### src/rtl/bbf_pkg.sv
package bbf_pkg;

    localparam int unsigned PORTS        = 8;
    localparam int unsigned TAG_W        = $clog2(PORTS);
    localparam int unsigned DATA_W       = 16;
    localparam int unsigned KEY_W        = TAG_W + 1;
    localparam int unsigned HALF         = PORTS / 2;
    localparam int unsigned SORT_STAGES  = TAG_W * (TAG_W + 1) / 2;
    localparam int unsigned ROUTE_STAGES = TAG_W;
    localparam int unsigned LATENCY      = SORT_STAGES + ROUTE_STAGES;

    typedef logic [TAG_W-1:0]  tag_t;
    typedef logic [DATA_W-1:0] word_t;
    typedef logic [KEY_W-1:0]  key_t;

    typedef struct packed {
        logic  vld;
        tag_t  dst;
        word_t data;
    } cell_t;

    localparam cell_t EMPTY_CELL = '0;

    // Idle lanes get the top key bit set so they order after every live cell.
    function automatic key_t sort_key(cell_t c);
        return {~c.vld, c.dst};
    endfunction

    // Bitonic schedule: phase p merges blocks of 2^p, stepping distance down.
    function automatic int unsigned stage_block(int unsigned s);
        int unsigned cnt;
        int unsigned res;
        cnt = 0;
        res = 0;
        for (int unsigned p = 1; p <= TAG_W; p++) begin
            for (int unsigned q = 0; q < p; q++) begin
                if (cnt == s) res = 32'd1 << p;
                cnt++;
            end
        end
        return res;
    endfunction

    function automatic int unsigned stage_dist(int unsigned s);
        int unsigned cnt;
        int unsigned res;
        cnt = 0;
        res = 0;
        for (int unsigned p = 1; p <= TAG_W; p++) begin
            for (int unsigned q = 0; q < p; q++) begin
                if (cnt == s) res = 32'd1 << (p - 1 - q);
                cnt++;
            end
        end
        return res;
    endfunction

    // Perfect shuffle: rotate the lane index left by one bit.
    function automatic int unsigned shuffle_pos(int unsigned i);
        return ((i << 1) | (i >> (TAG_W - 1))) & (PORTS - 1);
    endfunction

endpackage

### src/rtl/bbf_cmp_swap.sv
module bbf_cmp_swap
    import bbf_pkg::*;
#(
    parameter bit ASCEND = 1'b1
) (
    input  cell_t a_in,
    input  cell_t b_in,
    output cell_t top_out,
    output cell_t bot_out
);

    key_t ka;
    key_t kb;
    logic swap;

    assign ka = sort_key(a_in);
    assign kb = sort_key(b_in);

    generate
        if (ASCEND) begin : g_up
            assign swap = (kb < ka);
        end else begin : g_down
            assign swap = (ka < kb);
        end
    endgenerate

    assign top_out = swap ? b_in : a_in;
    assign bot_out = swap ? a_in : b_in;

endmodule

### src/rtl/bbf_sort_net.sv
module bbf_sort_net
    import bbf_pkg::*;
(
    input  logic                clk,
    input  logic                rst,
    input  cell_t [PORTS-1:0]   cells_in,
    output cell_t [PORTS-1:0]   cells_out
);

    cell_t [PORTS-1:0] lvl [SORT_STAGES+1];

    assign lvl[0] = cells_in;

    generate
        for (genvar s = 0; s < SORT_STAGES; s++) begin : g_stage
            localparam int unsigned BLK  = stage_block(s);
            localparam int unsigned DIST = stage_dist(s);

            cell_t [PORTS-1:0] nxt;
            cell_t [PORTS-1:0] q;

            for (genvar i = 0; i < PORTS; i++) begin : g_lane
                if ((i ^ DIST) > i) begin : g_cmp
                    bbf_cmp_swap #(
                        .ASCEND((i & BLK) == 0)
                    ) u_cs (
                        .a_in   (lvl[s][i]),
                        .b_in   (lvl[s][i ^ DIST]),
                        .top_out(nxt[i]),
                        .bot_out(nxt[i ^ DIST])
                    );
                end
            end

            always_ff @(posedge clk) begin
                if (rst) q <= '0;
                else     q <= nxt;
            end

            assign lvl[s+1] = q;
        end
    endgenerate

    assign cells_out = lvl[SORT_STAGES];

endmodule

### src/rtl/bbf_route_elem.sv
module bbf_route_elem
    import bbf_pkg::*;
#(
    parameter int unsigned BIT = 0
) (
    input  cell_t up_in,
    input  cell_t lo_in,
    output cell_t up_out,
    output cell_t lo_out,
    output logic  clash
);

    always_comb begin
        up_out = EMPTY_CELL;
        lo_out = EMPTY_CELL;
        if (lo_in.vld) begin
            if (lo_in.dst[BIT]) lo_out = lo_in;
            else                up_out = lo_in;
        end
        if (up_in.vld) begin
            if (up_in.dst[BIT]) lo_out = up_in;
            else                up_out = up_in;
        end
    end

    assign clash = up_in.vld && lo_in.vld && (up_in.dst[BIT] == lo_in.dst[BIT]);

endmodule

### src/rtl/bbf_route_net.sv
module bbf_route_net
    import bbf_pkg::*;
(
    input  logic                          clk,
    input  logic                          rst,
    input  cell_t [PORTS-1:0]             cells_in,
    output cell_t [PORTS-1:0]             cells_out,
    output logic [ROUTE_STAGES*HALF-1:0]  clash
);

    cell_t [PORTS-1:0] lvl [ROUTE_STAGES+1];

    assign lvl[0] = cells_in;

    generate
        for (genvar s = 0; s < ROUTE_STAGES; s++) begin : g_stage
            localparam int unsigned BIT = TAG_W - 1 - s;

            cell_t [PORTS-1:0] shuf;
            cell_t [PORTS-1:0] nxt;
            cell_t [PORTS-1:0] q;

            for (genvar i = 0; i < PORTS; i++) begin : g_wire
                assign shuf[shuffle_pos(i)] = lvl[s][i];
            end

            for (genvar e = 0; e < HALF; e++) begin : g_elem
                bbf_route_elem #(
                    .BIT(BIT)
                ) u_el (
                    .up_in (shuf[2*e]),
                    .lo_in (shuf[2*e+1]),
                    .up_out(nxt[2*e]),
                    .lo_out(nxt[2*e+1]),
                    .clash (clash[s*HALF + e])
                );
            end

            always_ff @(posedge clk) begin
                if (rst) q <= '0;
                else     q <= nxt;
            end

            assign lvl[s+1] = q;
        end
    endgenerate

    assign cells_out = lvl[ROUTE_STAGES];

endmodule

### src/rtl/bbf_fabric.sv
module bbf_fabric
    import bbf_pkg::*;
(
    input  logic                       clk,
    input  logic                       rst,
    input  logic [PORTS-1:0]           in_vld,
    input  logic [PORTS*TAG_W-1:0]     in_dst,
    input  logic [PORTS*DATA_W-1:0]    in_data,
    output logic [PORTS-1:0]           out_vld,
    output logic [PORTS*DATA_W-1:0]    out_data
);

    cell_t [PORTS-1:0]               entry_cells;
    cell_t [PORTS-1:0]               sorted_cells;
    cell_t [PORTS-1:0]               routed_cells;
    logic [ROUTE_STAGES*HALF-1:0]    route_clash;

    // Idle lanes enter as all-zero cells so their fields cannot leak out.
    generate
        for (genvar i = 0; i < PORTS; i++) begin : g_in
            assign entry_cells[i] = in_vld[i]
                ? cell_t'{vld: 1'b1, dst: in_dst[i*TAG_W +: TAG_W], data: in_data[i*DATA_W +: DATA_W]}
                : EMPTY_CELL;
        end
    endgenerate

    bbf_sort_net u_sort (
        .clk      (clk),
        .rst      (rst),
        .cells_in (entry_cells),
        .cells_out(sorted_cells)
    );

    bbf_route_net u_route (
        .clk      (clk),
        .rst      (rst),
        .cells_in (sorted_cells),
        .cells_out(routed_cells),
        .clash    (route_clash)
    );

    generate
        for (genvar p = 0; p < PORTS; p++) begin : g_out
            assign out_vld[p]                     = routed_cells[p].vld;
            assign out_data[p*DATA_W +: DATA_W]   = routed_cells[p].data;
        end
    endgenerate

endmodule

### config.mk
export PLATFORM = sky130hd
export DESIGN_NAME = bbf_fabric
export DESIGN_NICKNAME = d
export VERILOG_FILES = /design/src/rtl/bbf_pkg.sv /design/src/rtl/bbf_cmp_swap.sv /design/src/rtl/bbf_sort_net.sv /design/src/rtl/bbf_route_elem.sv /design/src/rtl/bbf_route_net.sv /design/src/rtl/bbf_fabric.sv
export SDC_FILE = /design/constraint.sdc
export NUM_CORES = 2
export LEC_CHECK = 0
export BUFFER_PORTS_ARGS = -buffer_cell sky130_fd_sc_hd__buf_2
export CORE_MARGIN = 3
export CORE_UTILIZATION = 26
export CTS_CLUSTER_DIAMETER = 30
export CTS_CLUSTER_SIZE = 14
export DETAILED_ROUTE_END_ITERATION = 6
export PLACE_DENSITY = 0.47
export SLEW_MARGIN = 15
export SYNTH_ARGS = -nofsm -noshare
export SYNTH_HDL_FRONTEND = slang
export SYNTH_SLANG_ARGS = --single-unit
### constraint.sdc
create_clock -name clk -period 1.9 [get_ports clk]
set_input_delay 0.38 -clock clk [delete_from_list [all_inputs] [get_ports clk]]
set_output_delay 0.38 -clock clk [all_outputs]
set_load 0.1 [all_outputs]
# Word level (Yosys, flattened, before mapping)
# Index checks and enable logic that the tools add are counted.
totals:
  elab_cells: 432
  reg_bits: 1416
classes:
  magnitude_cmp: 24
  n_bitwise: 48
  mux: 152
ops:
  columns: ["operator", "count"]
  rows:
  - ["two-way mux 20 bit", 152]
  - ["less-than comparator 4 bit", 24]
  - ["inverter 1 bit", 48]

# Logic depth before layout (Yosys ltp)
logic_depth:
  depth_word: 4
  depth_mapped: 8
  mapped_depth_nobuf: 6

# Hierarchy
# From an unflattened synthesis, not the netlist that was laid out.
unflattened:
  hier_cells: 6020
  hier_area_um2: 66232.3
by_module_without_submodules:
  columns: ["module", "cells_each", "seq_area_each_um2", "instances", "area_per_inst_um2"]
  rows:
  - ["bbf_sort_net", 2027, 19218.4, 1, 26042.5]
  - ["bbf_route_net", 1013, 9609.2, 1, 12899.9]
  - ["bbf_cmp_swap at u_sort.g_stage[0].g_lane[0].g_cmp.u_cs ...", 58, 0.0, 18, 686.9]
  - ["bbf_route_elem at u_route.g_stage[1].g_elem[0].u_el ...", 119, 0.0, 8, 805.8]
  - ["bbf_cmp_swap at u_sort.g_stage[0].g_lane[2].g_cmp.u_cs ...", 58, 0.0, 6, 684.4]
  - ["bbf_route_elem at u_route.g_stage[0].g_elem[0].u_el ...", 119, 0.0, 4, 803.3]
  - ["bbf_fabric", 160, 0.0, 1, 1159.9]

# Least setup slack after synthesis
# No wires, ideal clock.
synth_path:
  path_type: "input to register"
  start: "in in_dst[17]"
  end: "reg u_sort.g_stage[0].q[100] (netlist bit)"
  n_path_buf: 1
  cell_stages: 7
  t_arrival_ps: 1745
  slack_ps: 84
  required_time_ps: 1828
  path_cell_list: "and2_1 ha_1 a21oi_2 o21bai_2 nor2_4 buf_8 mux2i_1"
synth_via:
  elab_chain_len: 3
synth_lines:
  columns: ["element", "line_no", "rtl"]
  rows:
  - ["start, declared", "bbf_fabric.sv:7", "input logic [PORTS*TAG_W-1:0] in_dst,"]
  - ["two-way mux 20 bit", "bbf_fabric.sv:22", "? cell_t'{vld: 1'b1, dst: in_dst[i*TAG_W +: TAG_W], data: in_data[i*DATA_W +: DATA_W]}"]
  - ["less-than comparator 4 bit", "bbf_cmp_swap.sv:21", "assign swap = (kb < ka);"]
  - ["two-way mux 20 bit", "bbf_cmp_swap.sv:28", "assign bot_out = swap ? a_in : b_in;"]
  - ["end signal, assigned", "bbf_sort_net.sv:37", "else q <= nxt;"]
  - ["end, declared", "bbf_sort_net.sv:20", "cell_t [PORTS-1:0] q;"]
# No other way between the ends.
# A chain may end at the register's enable or synchronous reset.

# Worst setup path after layout
layout_path:
  start: "reg u_sort.g_stage[4].q[79] (netlist bit)"
  end: "reg u_sort.g_stage[5].q (netlist bit u_sort.cells_out[52])"
layout_via:
  elab_chain_len: 3
layout_lines:
  columns: ["element", "line_no", "rtl"]
  rows:
  - ["start, declared", "bbf_sort_net.sv:20", null]
  - ["start signal, assigned", "bbf_sort_net.sv:37", null]
  - ["inverter 1 bit", "bbf_pkg.sv:26", "return {~c.vld, c.dst};"]
  - ["less-than comparator 4 bit", "bbf_cmp_swap.sv:21", null]
  - ["two-way mux 20 bit", "bbf_cmp_swap.sv:27", "assign top_out = swap ? b_in : a_in;"]
  - ["end signal, assigned", "bbf_sort_net.sv:37", null]
  - ["end, declared", "bbf_sort_net.sv:20", null]
# No other way between the ends.

==> impl_metrics.yaml <==
setup_path:
  crit_type: "reg2reg"
  rrSetupSlack_ns: 0.02
  cp_max_fo: 19
  slowest_stage: "mux2i_1"
  required_ns: 2.61
  worstSetupStartpointType: "flip-flop"
  critical_path.max_stage_delay_ns: 0.38
  cp-end-kind: "flip-flop"
  crit_chain: "inv_1 -> ha_1 -> nor3_1 -> a21o_1 -> buf_12 -> mux2i_1"
  cp.arrival_ns: 2.60
pwr:
  power.total_mw: 90.2
  vdd_drop_max_mv: 0.964
  power.density_nw_per_um2: 1250
  p_leak_nw: 29.7
detailed_routing:
  vias_per_cell: 4.25
  drtAntennaViolNets: 0
  detail_route.wirelength_mm: 155
  drt_iter0_drc: 2032
  vias: 36400
  dr.pass1.iters: 6
  drc: 0
  wl_per_cell_um: 18.2
die:
  core_um2: 203000
  rows: 165
  io_pins: 298
  initial_core_util_pct: 26.2
  die-area_um2: 210000
  die_y_um: 458
  fp.dieW_um: 458
grt:
  gr-total-overflow: 0
  grt_pass1_vias: 38200
  grt_pass1_wl_mm: 237
  track_usage_pct: 14.4
  grt_max_degree: 150
  antenna_found_initial: 1
clock_network:
  clock_latency_ns: 0.90
  cts_tree: "yes"
  cts_buffers: 297
  cts_max_path_buffers: 4
  clkSinkCount: 1392
  cts_htree_levels: 5
  cts.clk_slew.worst_paths_ns: 0.05
  cts_root_buffer: "clkbuf_16"
logic_synthesis:
  synth_edf_count: 0
  ys_ff_latch: 1392
  synth_top_area_cell: "dfxtp_1"
  synth_cell_types: 30
  synth_nets: 5221
  yosys_warnings: 0
  synth-seq-area-share_pct: 52.4
  yosysTopAreaCellShare_pct: 52.4
  synthArstFlopShare_pct: 0
  syn-cell-area_um2: 53200
  synth_area_leaders: "dfxtp_1, mux2i_1, nand2b_1"
  ys.flop_type: "dfxtp_1"
  synthCells: 4939
  syn_avg_cell_area_um2: 10.8
placed_design:
  finalWeightedCongestion: 0.825
  placed_cells: 7776
  dpl.hpwl_mm: 121
  port_buffers: 297
  post_dp_cell_area_um2: 58100
cells_and_area:
  fillers: 20200
  fin_nets: 5948
  finalNonFillerCells: 8559
  design_area_um2: 72000
  drive_gt1_share_pct: 19.7
  area_growth_pct: 35.4
timing:
  hold_viol: 0
  tightest_slew_ns: 0.621
  slew_violations: 0
  finalSetupViolations: 0
  rsz0062_at_grt: "true"
  fin_crit_ns: 1.88
  fmax_mhz: 531
  slew_headroom_pct: 58.6
  finalCritPeriodShare_pct: 99.2
  fin_worst_skew_ns: 0.0564
run_status:
  status: "finished clean"
run:
  maxCapViolCount: 0
min_path:
  hold_class: "in2reg"
## where the power goes
group,leakage (nW),switching (mW),internal (mW)
combinational,13.5,4.02,4.13
clock,4.86,16.3,35.1
sequential,11.3,0.521,30.2
total,29.7,20.8,69.4
## per-layer routing
metal  global-route usage (%)  vias to the layer above  wire length (µm)
li1                         -                    18100                 -
met1                     20.7                    17100             79000
met2                     21.9                      892             67200
met3                     2.73                      243              6240
met4                     3.81                        0              2930
met5                        0                        -                 0
## critical path: cells and delay by family, from the launching register on
kind	cells	cell delay (ns)
flops	1	0.36
simple gates	1	0.32
mux	1	0.38
fa+ha+maj	1	0.19
buf+inv	2	0.26
compound gates	1	0.21
## metrics by stage
stage | worst slack (ns) | hold slack, ns | TNS (ns) | util [%]
2_1_floorplan | 0.0838 | 0.432 | 0 | -
3_3_place_gp | -0.0864 | 0.446 | -0.981 | 28.6
3_5_place_dp | -0.0995 | 0.451 | -3.59 | 28.6
4_1_cts | 0.000496 | 0.000752 | 0 | 35.2
5_1_grt | -0.0304 | 0.0334 | -0.0653 | 35.5
6_report | 0.0152 | 0.0596 | 0 | 35.5
## placed cells by master (no fill, tap or decap), types with 5 or more instances in the layout
cell / netlist / layout
dfxtp_1: 1392 / 1381
mux2i_1: 904 / 865
nand2b_1: 784 / 784
nor2_1: 439 / 436
a22oi_1: 391 / 391
clkbuf_16: 0 / 309
dlygate4sd3_1: 0 / 225
nand2_1: 202 / 201
buf_4: 39 / 170
buf_2: 101 / 159
inv_1: 125 / 125
ha_1: 120 / 119
buf_6: 83 / 93
buf_12: 0 / 85
a21oi_1: 60 / 40
clkinvlp_4: 0 / 39
nor2b_1: 36 / 36
bufinv_16: 0 / 34
mux2i_2: 0 / 33
clkinv_2: 0 / 33
nor2_4: 31 / 31
clkbuf_8: 0 / 30
inv_6: 0 / 25
clkbuf_1: 74 / 25
a21oi_2: 4 / 24
a21o_1: 25 / 24
nor3_1: 24 / 22
clkinv_4: 0 / 21
and2_1: 20 / 20
o21ai_0: 20 / 20
o21ba_2: 20 / 20
dfxtp_2: 0 / 11
or2_2: 8 / 8
nor2_2: 4 / 7
mux2i_4: 0 / 6
inv_8: 0 / 5
## path summary, 6_finish.rpt
kind,depth (start not counted),startpoint,endpoint
worst max-delay path,6,u_sort.g_stage[4].q[79],u_sort.cells_out[52]
worst min-delay path,4,in_dst[19],u_sort.g_stage[0].q[157]
worst max register to register,6,u_sort.g_stage[4].q[79],u_sort.cells_out[52]
worst min register to register,2,u_route.g_stage[0].q[21],u_route.g_stage[1].q[61]
## cells by family (layout without fill, tap and decap cells)
family | count (synthesis) | count (layout) | share of synthesized area, %
flip-flops | 1392 | 1392 | 52.4
other | 0 | 1 | 0
AO/OA/AOI/OAI | 532 | 532 | 7.26
adder cells (fa/ha/maj) | 120 | 120 | 2.82
buffers and inverters | 439 | 1386 | 5.04
multiplexers | 904 | 904 | 17.0
AND/OR/NAND/NOR | 1552 | 1552 | 15.5
## synth_stat cells, types with 36 or more instances
cell,count
a21oi_1,60
a22oi_1,391
buf_2,101
buf_4,39
buf_6,83
clkbuf_1,74
dfxtp_1,1392
ha_1,120
inv_1,125
mux2i_1,904
nand2_1,202
nand2b_1,784
nor2_1,439
nor2b_1,36
## flip-flops by register name (all words and copies together), names as in the netlist
register	count
u_sort.cells_out	160
u_sort.g_stage.q	800
u_route.g_stage.q	296
u_route.cells_out	136
## final cells by class
cell class                      count  area, µm²  area share (%)
Clock buffer                      360       8140            11.3
Timing Repair Buffer              742       7250            10.1
Inverter                          125        469           0.651
Multi-Input combinational cell   3108      23000            31.9
Antenna cell                        1       2.50         0.00347
Sequential cell                  1392      27900            38.7
Clock inverter                    159       1970            2.74
Tap cell                         2672       3340            4.64
## what timing repair did
item | 4_1_cts | 5_1_grt
hold buffers | 229 | 0
pin swaps | 0 | 5
endpoints found under the hold margin | 159 | 0
buffers inserted | 0 | 31
cloned | 0 | 4
resized for setup | 278 | 79
endpoints found under the setup margin | 148 | 120
Note: power is estimated with default switching activity, not from simulation.
